==> src/rtl/srcAlignPkg.sv <==
package srcAlignPkg;
  localparam int WORD_W = 32;
  localparam int POS_W  = $clog2(WORD_W);

  typedef enum logic [1:0] {
    MODE_PACKED   = 2'd0,
    MODE_UNPACKED = 2'd1,
    MODE_COLOR    = 2'd2,
    MODE_UNPACK2  = 2'd3
  } srcMode_e;

  typedef struct packed {
    logic busy;      // job running
    logic load;      // capture configuration this cycle
    logic fire;      // output pixel accepted this cycle
    logic eol;       // current pixel closes its line
    logic lastLine;  // current line is the final one
  } ctlStrobes_t;
endpackage

==> src/rtl/lineCtl.sv <==
module lineCtl
  import srcAlignPkg::*;
#(
  parameter int WW = 12,
  parameter int LW = 12
) (
  input  logic          clk,
  input  logic          rstN,
  input  logic          start,
  input  logic          inValid,
  input  logic          outReady,
  input  logic [WW-1:0] lineWidth,
  input  logic [LW-1:0] lineCount,
  output ctlStrobes_t   ctl,
  output logic          outValid,
  output logic          outEol,
  output logic          done
);
  logic          busy;
  logic [WW-1:0] pixCnt, widthQ;
  logic [LW-1:0] lineIdx, countQ;
  logic          fire, eolNow, lastNow, load;

  assign load     = start && !busy;
  assign outValid = busy && inValid;
  assign fire     = outValid && outReady;
  assign eolNow   = busy && (pixCnt == widthQ - WW'(1));
  assign lastNow  = (lineIdx == countQ - LW'(1));
  assign outEol   = outValid && eolNow;

  always_comb begin
    ctl.busy     = busy;
    ctl.load     = load;
    ctl.fire     = fire;
    ctl.eol      = eolNow;
    ctl.lastLine = lastNow;
  end

  always_ff @(posedge clk or negedge rstN) begin
    if (!rstN) begin
      busy    <= 1'b0;
      pixCnt  <= '0;
      lineIdx <= '0;
      widthQ  <= '0;
      countQ  <= '0;
      done    <= 1'b0;
    end else begin
      done <= fire && eolNow && lastNow;
      if (load) begin
        busy    <= 1'b1;
        pixCnt  <= '0;
        lineIdx <= '0;
        widthQ  <= lineWidth;
        countQ  <= lineCount;
      end else if (fire) begin
        if (eolNow) begin
          pixCnt <= '0;
          if (lastNow) busy <= 1'b0;
          else         lineIdx <= lineIdx + LW'(1);
        end else begin
          pixCnt <= pixCnt + WW'(1);
        end
      end
    end
  end

  assert_idle_quiet_R1: assert property (@(posedge clk) disable iff (!rstN)
    !busy |-> !outValid);
  assert_eol_in_range_R7: assert property (@(posedge clk) disable iff (!rstN)
    busy |-> pixCnt < widthQ);
  assert_done_after_last_R9: assert property (@(posedge clk) disable iff (!rstN)
    (fire && eolNow && lastNow) |=> (done && !busy));
  assert_restart_ignored_R10: assert property (@(posedge clk) disable iff (!rstN)
    (busy && start && !fire) |=> ($stable(pixCnt) && $stable(lineIdx) && $stable(widthQ)));
endmodule

==> src/rtl/pixPath.sv <==
module pixPath
  import srcAlignPkg::*;
(
  input  logic              clk,
  input  logic              rstN,
  input  ctlStrobes_t       ctl,
  input  logic [1:0]        mode,
  input  logic [1:0]        byteOfs,
  input  logic [2:0]        bitSkip,
  input  logic [WORD_W-1:0] inData,
  output logic [7:0]        outPix,
  output logic              inReady
);
  logic [POS_W-1:0] pos, startPos, nextPos;
  logic [POS_W:0]   stepCand, packEolCand, cand;
  logic [1:0]       modeQ;
  logic [1:0]       ofsQ;
  logic [2:0]       skipQ;
  logic             isColor, isPacked, popReq;

  assign isColor  = (modeQ == MODE_COLOR);
  assign isPacked = (modeQ == MODE_PACKED);
  assign startPos = {ofsQ, (isColor ? 3'd0 : skipQ)};

  // pos counts bits in consumption order: byte lane in [4:3], bit-from-MSB in [2:0]
  always_comb begin
    if (isColor) outPix = inData[{pos[4:3], 3'b000} +: 8];
    else         outPix = {7'd0, inData[{pos[4:3], ~pos[2:0]}]};
  end

  assign stepCand    = {1'b0, pos} + (isColor ? (POS_W+1)'(8) : (POS_W+1)'(1));
  assign packEolCand = {1'b0, pos[4:3], 3'b000} + (POS_W+1)'(8) + {3'd0, skipQ};
  assign cand        = (ctl.eol && isPacked) ? packEolCand : stepCand;

  always_comb begin
    if (ctl.eol && ctl.lastLine) popReq = 1'b1;
    else if (ctl.eol && !isPacked) popReq = 1'b1;
    else popReq = cand[POS_W];
    if (ctl.eol && !isPacked) nextPos = startPos;
    else nextPos = cand[POS_W-1:0];
  end

  assign inReady = ctl.fire && popReq;

  always_ff @(posedge clk or negedge rstN) begin
    if (!rstN) begin
      pos   <= '0;
      modeQ <= MODE_PACKED;
      ofsQ  <= '0;
      skipQ <= '0;
    end else if (ctl.load) begin
      modeQ <= mode;
      ofsQ  <= byteOfs;
      skipQ <= bitSkip;
      pos   <= {byteOfs, (mode == MODE_COLOR) ? 3'd0 : bitSkip};
    end else if (ctl.fire) begin
      pos <= nextPos;
    end
  end

  assert_pop_on_accept_R11: assert property (@(posedge clk) disable iff (!rstN)
    inReady |-> ctl.fire);
  assert_color_lane_R3: assert property (@(posedge clk) disable iff (!rstN)
    (ctl.busy && isColor) |-> (pos[2:0] == 3'd0));
  assert_stall_hold_R8: assert property (@(posedge clk) disable iff (!rstN)
    (ctl.busy && !ctl.fire) |=> $stable(pos));
  assert_discard_pops_R6: assert property (@(posedge clk) disable iff (!rstN)
    (ctl.fire && ctl.eol && !isPacked) |-> inReady);
endmodule

==> src/rtl/srcLineAligner.sv <==
module srcLineAligner
  import srcAlignPkg::*;
#(
  parameter int WW = 12,
  parameter int LW = 12
) (
  input  logic          clk,
  input  logic          rstN,
  input  logic          start,
  input  logic [1:0]    mode,
  input  logic [1:0]    byteOfs,
  input  logic [2:0]    bitSkip,
  input  logic [WW-1:0] lineWidth,
  input  logic [LW-1:0] lineCount,
  input  logic [31:0]   inData,
  input  logic          inValid,
  output logic          inReady,
  output logic [7:0]    outPix,
  output logic          outValid,
  input  logic          outReady,
  output logic          outEol,
  output logic          done
);
  ctlStrobes_t ctl;

  lineCtl #(.WW(WW), .LW(LW)) i_lineCtl (
    .clk(clk), .rstN(rstN), .start(start), .inValid(inValid), .outReady(outReady),
    .lineWidth(lineWidth), .lineCount(lineCount), .ctl(ctl),
    .outValid(outValid), .outEol(outEol), .done(done)
  );

  pixPath i_pixPath (
    .clk(clk), .rstN(rstN), .ctl(ctl), .mode(mode), .byteOfs(byteOfs),
    .bitSkip(bitSkip), .inData(inData), .outPix(outPix), .inReady(inReady)
  );

  assert_stall_no_pop_R8: assert property (@(posedge clk) disable iff (!rstN)
    !outReady |-> !inReady);
endmodule

==> config.mk <==
export PLATFORM = sky130hd
export DESIGN_NAME = srcLineAligner
export DESIGN_NICKNAME = d
export VERILOG_FILES = /design/src/rtl/srcAlignPkg.sv /design/src/rtl/lineCtl.sv /design/src/rtl/pixPath.sv /design/src/rtl/srcLineAligner.sv
export SDC_FILE = /design/constraint.sdc
export NUM_CORES = 1
export LEC_CHECK = 0
export BUFFER_PORTS_ARGS = -buffer_cell sky130_fd_sc_hd__buf_2
export CORE_ASPECT_RATIO = 1.5
export CORE_MARGIN = 3
export CORE_UTILIZATION = 40
export DETAILED_ROUTE_END_ITERATION = 12
export SYNTH_ARGS = -nofsm -noshare
export SYNTH_HDL_FRONTEND = slang
export SYNTH_HIERARCHICAL = 1
export SYNTH_SLANG_ARGS = --single-unit
==> constraint.sdc <==
create_clock -name clk -period 4.9 [get_ports clk]
set_input_delay 0.735 -clock clk [delete_from_list [all_inputs] [get_ports clk]]
set_output_delay 0.735 -clock clk [all_outputs]
set_load 0.02 [all_outputs]
### Word-level counts from Yosys, hierarchy flattened

Cells that the tools add are included.

| word-level totals | value |
|---|---|
| bits in registers | 62 |
| input port bits | 68 |
| output and inout bits | 12 |

| operators by class | value |
|---|---|
| add/subtract/negate cells | 7 |
| order comparisons | 1 |
| equal/unequal tests | 5 |
| shift-type cells | 1 |
| mux-type cells | 23 |
| bitwise logic cells | 1 |
| reduce and logical (&&, ||, !) cells | 19 |

Operators by type and width:

| kind | number |
|---|---|
| 12-bit two-way mux | 7 |
| 32-bit by 6-bit indexed part select with 8-bit output | 1 |
| 12-bit by 1-bit adder with 12-bit output (second input constant) | 2 |
| 12-bit == test | 2 |
| 12-bit by 1-bit subtractor with 12-bit output (second input constant) | 2 |
| 5-bit two-way mux | 3 |
| 1-bit logical AND | 11 |
| 8-bit two-way mux | 1 |
| 1-bit two-way mux | 7 |
| 5-bit by 4-bit adder with 6-bit output (second input constant) | 1 |
| 5-bit by 6-bit adder with 6-bit output | 1 |
| 6-bit by 3-bit adder with 6-bit output | 1 |
| 5-bit by 6-bit less-than comparator with 1-bit output (second input constant) | 1 |
| 3-bit two-way mux | 2 |
| 6-bit two-way mux | 1 |
| 3-bit AND reduction | 2 |
| 2-bit nonzero test | 3 |
| 1-bit binary-select mux with 5-bit select | 1 |
| 2-bit == test (second input constant) | 2 |
| 4-bit two-way mux | 1 |
| 3-bit inverter | 1 |
| 1-bit logical NOT | 2 |
| 2-bit logical NOT | 1 |
| 2-bit inequality test (second input constant) | 1 |

### Logic depth before layout (Yosys ltp)

Gate-level depths: netlist (run 1).

| depth | value |
|---|---|
| depth in word-level cells | 8 |
| gate-level depth with buffers | 13 |

### Modules after synthesis

The synthesis (run 1) kept the hierarchy.

Modules (own cells, without submodules):

| module | times used | cells an instance | area an instance (sq um) |
|---|---|---|---|
| lineCtl | 1 | 373 | 3205.6 |
| pixPath | 1 | 120 | 1302.5 |

### Worst setup path after synthesis (run 1)

OpenSTA, ideal clock, no wires.

| timing | value |
|---|---|
| path type | reg-to-output |
| start | reg i_lineCtl.countQ[0] |
| end | out inReady |
| arrival time | 3341 ps |
| required time | 4165 ps |
| slack | 824 ps |
| stages on the path, launching flop included | 14 |
| buffers on the path | 3 |
| cells stage by stage | dfrtp_1 inv_1 ha_1 buf_4 or4b_1 o21ai_0 or4b_2 a31oi_1 nand4_2 inv_2 buf_6 buf_4 nor4_1 a211oi_1 |

| between the ends | value |
|---|---|
| word-level cells in the longest chain between the ends | 5 |

RTL lines:

| what | RTL line | RTL |
|---|---|---|
| start: declaration | lineCtl.sv:21 | `logic [LW-1:0] lineIdx, countQ;` |
| start signal: assignment | lineCtl.sv:54 | `countQ <= lineCount;` |
| 12-bit by 1-bit subtractor with 12-bit output | lineCtl.sv:28 | `assign lastNow = (lineIdx == countQ - LW'(1));` |
| 12-bit == test | lineCtl.sv:28 |  |
| net i_lineCtl.lastNow | lineCtl.sv:22 | `logic fire, eolNow, lastNow, load;` |
| 1-bit logical AND | pixPath.sv:36 | `if (ctl.eol && ctl.lastLine) popReq = 1'b1;` |
| 1-bit two-way mux | pixPath.sv:36 |  |
| 1-bit logical AND | pixPath.sv:43 | `assign inReady = ctl.fire && popReq;` |
| end: declaration | srcLineAligner.sv:17 | `output logic inReady,` |

The timed path passes the listed nets, and every way through them passes these cells.

==> results.md, run 1 <==
* Worst-path clk slew at 0.05 ns
* Area growth syn-to-layout at 15.15%
* Num ports at 80
* Static leakage power at 2.333 nW
* Final net count at 629
* Die W at 92.61 um
* Initial core utilization at 41.82%
* Layout Utilization at 48.15%
* Row count at 46
* PnR worst setup slack at 0.3199 ns
* Commonest non-fill, non-tap cell in the layout: nand2_1
* Post-cts resize count at 0
* Min-Delay Path Depth at 2
* GP Congestion at 0.8739
* Initial DRC Count at 216
* Min cycle time layout at 4.580 ns
* Mapped Cells at 492
* Hold-fix buffers, CTS at 0
* Yosys warns at 6
* # fillers at 1045
* Worst EP required at 4.16 ns
* Pre-CTS setup slack at 0.6079 ns
* CP Capture Type: primary output
* Cells on worst reg2reg path at 11
* Max_cap viols at 0
* Setup violators final at 0
* Worst Path Buf+Inv at 3
* Antenna violations before repair at 0
* Port-buffer cells at 79
* Core ar. at 10760 um2
* Largest net degree at the start of global routing at 63
* Grt total ovfl at 0
* Post-DP HPWL at 8329 um
* Arr. time, crit path at 3.85 ns
* GRT Util Overall at 18.72%
* Die height at 135.9 um
* # DRC at 0
* CP Class: reg2out
* Avg Inst Size Synth at 9.147 um2
* Setup TNS at 0 ns
* Reg-to-Reg End: i_pixPath/pos[2]
* Clk buf depth at 2
* WL final at 11160 um
* Crit. Startpoint: i_lineCtl/countQ[0]
* Antenna cell count at 0
* Final Hold Vio Count at 0
* Htree depth at 3
* Final worst-path cycle share at 93.47%
* Multi-input logic area at 2684 um2
* Net Count, Synth at 568
* CTS tree: built
* Crit-path max cell delay at 0.60 ns
* Vias per cell at 5.557
* Via count at 3890
* Postcts setup bufs at 0
* Skew-Pair Late Insertion Delay at 0.33 ns
* CP Cell Sequence: inv_1 > ha_1 > or4b_1 > o21ai_0 > or4b_2 > a31oi_1 > nand4_4 > inv_4 > nor4_1 > a211oi_1 > buf_2
* Reg2reg setup slack at 1.36 ns
* Mapped Area at 4501 um2
* Final ANT Viol Nets at 0
* Wire per inst at 15.94 um
* Number of CTS-inserted buffers at 9
* Worst Hold End: i_lineCtl/countQ[11]
* TritonRoute pass-1 iters at 4
* Die Area at 12590 um2
* Max FO, Critical Path at 15
* Hold wc startpoint: i_lineCtl/countQ[11]
* First-pass GRT wire length at 18910 um
* Worst path top cell family by delay: simple AND/OR/NAND/NOR gates
* Vias in the first global route at 3892
* Worst min path class: reg2reg
* Status: finished, final reports clean
* Worst clock skew at 0.006053 ns
* Worst path slowest cell: or4b_2
* RR Startpoint: i_lineCtl/widthQ[0]
* Fraction of layout cells with a size suffix above 1 at 23.56%
* Pwr dens at 467.6 nW/um2
* Worst vdd ir at 178.4 uV
* Crit path launch type: register
* Max-Slew Margin vs Limit at 45.87%
* Worst Tran Pin Value at 0.8120 ns
* Slew Limit Fails at 0
* Commonest non-fill, non-tap cells in the layout: 83 x nand2_1, 79 x buf_2, 62 x dfrtp_1, 24 x o21ai_0, 22 x nor2_1
* Root Buffer: clkbuf_16
* Max Fclk at 218.3 MHz
* Register area at 1551 um2
* RSZ-0062 raised after global routing: false
* Clock sink count at 62
==> report_power, final <==
| part | internal [mW] | switching [mW] | total [mW] |
|---|---|---|---|
| Clock | 0.377 | 0.217 | 0.594 |
| Combinational | 0.491 | 0.463 | 0.954 |
| Sequential | 0.633 | 0.243 | 0.876 |
| Total | 1.50 | 0.922 | 2.42 |
==> metal layers <==
layer | wire, um | GRT usage [%]
met3 | 439 | 3.378
met1 | 4499 | 21.95
met2 | 5931 | 33.87
met5 | 0 | 0
met4 | 289 | 6.777
==> metrics by stage <==
| stage | cell area [um2] | power (mW) | hold slack (ns) | cells |
|---|---|---|---|---|
| floorplan | 4501 | 1.631 | 0.4394 | 492 |
| global placement | 4896 | 1.810 | 0.4833 | 686 |
| detailed placement | 4896 | 1.840 | 0.4933 | 686 |
| CTS | 5171 | 2.448 | 0.5063 | 700 |
| global route | 5182 | 2.609 | 0.5176 | 700 |
| finish | 5182 | 2.423 | 0.4986 | 700 |
==> tightest hold or removal path, cell delays in order, from the launching register on <==
cell	delay (ns)
dfrtp_1	0.35
nand2_1	0.06
nand2_1	0.06
==> registers in the layout, indices dropped and copies added, names as in the netlist <==
| register | flops |
|---|---|
| i_lineCtl/widthQ | 12 |
| i_pixPath/pos | 5 |
| i_lineCtl/done | 1 |
| i_lineCtl/countQ | 12 |
| i_lineCtl/lineIdx | 12 |
| i_pixPath/modeQ | 2 |
| i_pixPath/ofsQ | 2 |
| i_lineCtl/pixCnt | 12 |
| i_lineCtl/busy | 1 |
| i_pixPath/skipQ | 3 |
==> final cells by class <==
type                    count  area share (%)
flip-flops and latches     62           29.94
clock inverters             1         0.09657
clock buffers              13           5.215
well taps                 144           3.477
inverters                  17           1.280
repair buffers             83           8.209
multi-input cells         380           51.79
==> worst max-delay path by stage <==
| stage | endpoint | slack, ns | depth (start not counted) |
|---|---|---|---|
| floorplan | inReady | 0.82 | 13 |
| global placement | inReady | 0.72 | 11 |
| detailed placement | inReady | 0.61 | 11 |
| CTS | inReady | 0.22 | 11 |
| global route | inReady | 0.04 | 11 |
| finish | inReady | 0.32 | 11 |
No activity file was read; power rests on OpenSTA's default activity.
==> run 2: changes to the inputs <==
Settings changed: CTS_BUF_LIST set to sky130_fd_sc_hd__clkbuf_4, GPL_TIMING_DRIVEN set to 0.
==> results.md, run 2 (synthesis results as in run 1) <==
* Clk buf depth at 2
* GRT busiest layer: met2
* Area growth syn-to-layout at 16.65%
* Final worst-path cycle share at 95.04%
* Antenna violations before repair at 0
* Commonest non-fill, non-tap cell in the layout: nand2_1
* Port-buffer cells at 79
* Final net count at 658
* CP dominant cell by count: buf_4
* Met2 Use GR at 36.17%
* Max_cap viols at 0
* Final ANT Viol Nets at 0
* Worst Path Buf+Inv at 6
* CP Cell Sequence: inv_1 > ha_1 > buf_4 > or4b_1 > o21ai_0 > or4b_2 > a31oi_2 > nand4_2 > inv_2 > buf_6 > buf_4 > nor4_1 > a211oi_1 > buf_2
* # DRC at 0
* Grt met3 use at 3.488%
* Initial DRC Count at 260
* Row count at 46
* Min cycle time layout at 4.657 ns
* Post-DP HPWL at 9001 um
* Setup TNS at 0 ns
* Via count at 4132
* Pwr dens at 440.9 nW/um2
* Die height at 135.9 um
* Max-Slew Margin vs Limit at 45.19%
* RSZ-0062 raised after global routing: false
* Pre-CTS setup slack at 0.4877 ns
* Skew-Pair Late Insertion Delay at 0.43 ns
* Initial core utilization at 41.82%
* Root Buffer: clkbuf_4
* PnR worst setup slack at 0.2429 ns
* Htree depth at 3
* Num ports at 80
* Final Hold Vio Count at 0
* Antenna cell count at 0
* Die W at 92.61 um
* Fraction of layout cells with a size suffix above 1 at 25.55%
* WL final at 11810 um
* Setup violators final at 0
* CP Capture Type: primary output
* TritonRoute pass-1 iters at 4
* Hold-fix buffers, CTS at 0
* Wire per inst at 16.16 um
* Crit-path max cell delay at 0.62 ns
* Largest net degree at the start of global routing at 63
* Layout Utilization at 48.78%
* Max Fclk at 214.7 MHz
* Worst min path class: in2async
* Commonest non-fill, non-tap cells in the layout: 83 x nand2_1, 81 x buf_2, 62 x dfrtp_1, 24 x o21ai_0, 22 x nor2_1
* Static leakage power at 2.404 nW
* Vias in the first global route at 4227
* GRT Util Overall at 19.69%
* CP Class: reg2out
* CTS tree: built
* Worst vdd ir at 202.4 uV
* Arr. time, crit path at 3.92 ns
* Worst EP required at 4.16 ns
* Worst path slowest cell: or4b_2
* Vias per cell at 5.653
* Pwr Total at 2.315 mW
* Crit path launch type: register
* Number of CTS-inserted buffers at 9
* Core ar. at 10760 um2
* Worst Tran Pin Value at 0.8221 ns
* Worst clock skew at 0.02317 ns
* Status: finished, final reports clean
* Grt total ovfl at 0
* Max FO, Critical Path at 10
* Slew Limit Fails at 0
* Worst path top cell family by delay: simple AND/OR/NAND/NOR gates
* Clock sink count at 62
* GP Congestion at 0.8064
* M1 GR Usage at 22.11%
* First-pass GRT wire length at 19820 um
* Die Area at 12590 um2
* Worst-path clk slew at 0.12 ns
run 2: path summary, 6_finish.rpt:
| check | startpoint | end | slack, ns | cells past startpoint |
|---|---|---|---|---|
| min in group clk | lineCount[5] | i_lineCtl/countQ[5] | 0.48 | 3 |
| worst max register to register | i_lineCtl/widthQ[0] | i_pixPath/pos[2] | 1.37 | 12 |
| worst max-delay path | i_lineCtl/countQ[0] | inReady | 0.24 | 14 |
| max in group asynchronous | rstN | i_pixPath/skipQ[0] | 3.95 | 1 |
| worst min register to register | i_pixPath/ofsQ[0] | i_pixPath/ofsQ[0] | 0.52 | 1 |
| worst min-delay path | rstN | i_lineCtl/widthQ[7] | 0.37 | 1 |
run 2: routing by layer:
| layer | wire [um] | vias up |
|---|---|---|
| met4 | 261 | 0 |
| met1 | 4677 | 2021 |
| met2 | 6286 | 102 |
| li1 | - | 1986 |
| met5 | 0 | - |
| met3 | 585 | 23 |
run 2: metrics by stage:
step	instance area, um2	hold WS (ns)	cells
after floorplan	4501	0.4394	492
after global placement	5076	0.4835	715
after detailed placement	5079	0.4948	715
after CTS	5244	0.3942	731
after global routing	5250	0.4271	731
final	5250	0.3705	731
run 2: cell type report:
class | count | area (um2)
clock inverter | 6 | 86.33
sequential | 62 | 1551
multi-input combinational | 380 | 2681
tap | 144 | 180.2
inverter | 17 | 63.81
timing repair buffer | 80 | 405.4
clock buffer | 10 | 75.07
fill | 1073 | 5513
buffer | 32 | 206.4
run 2: repair_timing:
action	CTS	global route
setup endpoints to repair	1	1
resized for setup	0	1
buffers inserted	1	0
pin swaps	1	1
run 2: report_power, final:
| part | total [mW] | internal [mW] | switching, mW | leakage [nW] |
|---|---|---|---|---|
| Sequential | 0.798 | 0.632 | 0.166 | 0.796 |
| Combinational | 1.10 | 0.539 | 0.560 | 1.52 |
| Clock | 0.418 | 0.212 | 0.206 | 0.0864 |
| Total | 2.31 | 1.38 | 0.932 | 2.40 |
run 2: worst register-to-register path, stage by stage, from the launching register on:
cell	delay, ns
dfrtp_1	0.47
inv_1	0.10
ha_1	0.21
or4b_2	0.67
or4_1	0.44
xnor2_1	0.20
a211oi_4	0.25
and3_2	0.27
buf_4	0.18
nand2b_1	0.07
o32ai_1	0.30
o22ai_1	0.14
a2bb2oi_1	0.16
==> run 3: changes to the inputs <==
Clock period 4.9 ns to 4.4 ns, I/O delays scaled along.
==> results.md, run 3 (synthesis results as in run 1) <==
* Status: finished, final reports clean
* Clk buf depth at 2
* CP Capture Type: primary output
* Crit-path max cell delay at 0.49 ns
* Root Buffer: clkbuf_4
* CTS tree: built
* Vias per cell at 5.705
* Antenna cell count at 0
* Worst path slowest cell: or4b_4
* Area growth syn-to-layout at 18.54%
* Final Hold Vio Count at 0
* WL final at 12010 um
* TritonRoute pass-1 iters at 4
* Static leakage power at 2.421 nW
* Post-DP HPWL at 9001 um
* Initial DRC Count at 258
* Die W at 92.61 um
* Worst Tran Pin Value at 0.8279 ns
* Largest net degree at the start of global routing at 63
* Max_cap viols at 0
* Slew Limit Fails at 0
* Commonest non-fill, non-tap cell in the layout: nand2_1
* Setup TNS at 0 ns
* Commonest non-fill, non-tap cells in the layout: 83 x nand2_1, 80 x buf_2, 61 x dfrtp_1, 23 x o21ai_0, 22 x nor2_1
* Pwr dens at 492.7 nW/um2
* Htree depth at 3
* Die height at 135.9 um
* Min cycle time layout at 4.248 ns
* Via count at 4199
* Fraction of layout cells with a size suffix above 1 at 27.03%
* Worst vdd ir at 232.9 uV
* Clock sink count at 62
* PnR worst setup slack at 0.1515 ns
* Die Area at 12590 um2
* Post-Place Cells at 715
* Skew-Pair Late Insertion Delay at 0.44 ns
* Setup violators final at 0
* Num ports at 80
* First-pass GRT wire length at 19950 um
* Wire per inst at 16.32 um
* Crit path launch type: register
* GP Congestion at 0.8064
* Row count at 46
* Max-Slew Margin vs Limit at 44.81%
* Final worst-path cycle share at 96.56%
* Max FO, Critical Path at 10
* # DRC at 0
* Core ar. at 10760 um2
* Worst min path class: in2async
* Final ANT Viol Nets at 0
* Arr. time, crit path at 3.59 ns
* Vias in the first global route at 4246
* Layout Utilization at 49.57%
* Antenna violations before repair at 0
* Pre-CTS setup slack at 0.06265 ns
* Worst clock skew at 0.02725 ns
* Initial core utilization at 41.82%
* Finished Layout Cells at 736
* Worst-path clk slew at 0.12 ns
* # fillers at 1061
* CP Class: reg2out
* Port-buffer cells at 79
* Final net count at 663
* Grt total ovfl at 0
* Pwr Total at 2.628 mW
* Max Fclk at 235.4 MHz
* GRT Util Overall at 19.78%
* CP Cell Sequence: inv_2 > ha_2 > buf_6 > or4b_4 > or4_1 > a211o_1 > a31oi_4 > nand4_4 > inv_2 > buf_6 > buf_4 > nor4_1 > a211oi_2 > buf_4
* Number of CTS-inserted buffers at 9
* Worst EP required at 3.74 ns
run 3: cell types whose count changed in the layout (fill, tap and decap cells not counted), sizes merged:
| cell | previous run | this run |
|---|---|---|
| buf | 102 | 107 |
run 3: worst max-delay path: cells and delay by family, from the launching register on:
kind	cells	cell delay (ns)
adders and majority gates	1	0.16
DFF	1	0.43
and+or+nand+nor	4	1.08
AOI/OAI and AO/OA	3	0.76
buffers and inverters	6	0.72
run 3: worst paths after layout:
path | startpoint | end | slack (ns) | cells past startpoint
min in group clk | lineCount[5] | i_lineCtl/countQ[5] | 0.40 | 3
worst max-delay path | i_lineCtl/countQ[1] | inReady | 0.15 | 14
max in group asynchronous | rstN | i_lineCtl/widthQ[0] | 3.51 | 1
worst min register to register | i_pixPath/ofsQ[0] | i_pixPath/ofsQ[0] | 0.52 | 1
worst min-delay path | rstN | i_lineCtl/widthQ[7] | 0.28 | 1
worst max register to register | i_lineCtl/widthQ[0] | i_pixPath/pos[2] | 1.07 | 12
run 3: stage by stage:
step	hold WS (ns)	cell area [um2]
2_1_floorplan	0.3644	4501
5_1_grt	0.3496	5335
6_report	0.2819	5335
4_1_cts	0.3192	5293
3_3_place_gp	0.4835	5076
3_5_place_dp	0.4948	5079
run 3: area by class of cell:
type,instances,area (um2),share of cell area (%)
Inverter,17,63.81,1.196
Multi-Input combinational cell,380,2721,51.01
Clock buffer,10,75.07,1.407
Sequential cell,62,1553,29.10
Timing Repair Buffer,85,445.4,8.349
Tap cell,144,180.2,3.377
Buffer,32,210.2,3.940
Clock inverter,6,86.33,1.618
run 3: routing by layer:
| layer | share of wire [%] | vias to the layer above | wire, um | track usage [%] |
|---|---|---|---|---|
| met4 | 2.5 | 0 | 295 | 7.438 |
| met5 | 0 | - | 0 | 0 |
| met2 | 53 | 97 | 6386 | 36.29 |
| met1 | 40 | 2084 | 4796 | 22.29 |
| met3 | 4.4 | 22 | 533 | 4.097 |
| li1 | - | 1996 | - | - |
run 3: power breakdown:
part           total, mW  internal [mW]  switching, mW
clock network      0.469          0.236          0.233
registers          0.890          0.704          0.185
logic               1.27          0.625          0.645
total               2.63           1.57           1.06
run 3: timing repair:
item,4_1_cts,5_1_grt
buffers inserted,4,2
endpoints found under the setup margin,1,1
pin swaps,3,3
hold endpoints to repair,0,0
hold buffers,0,0
gates resized for setup,8,6
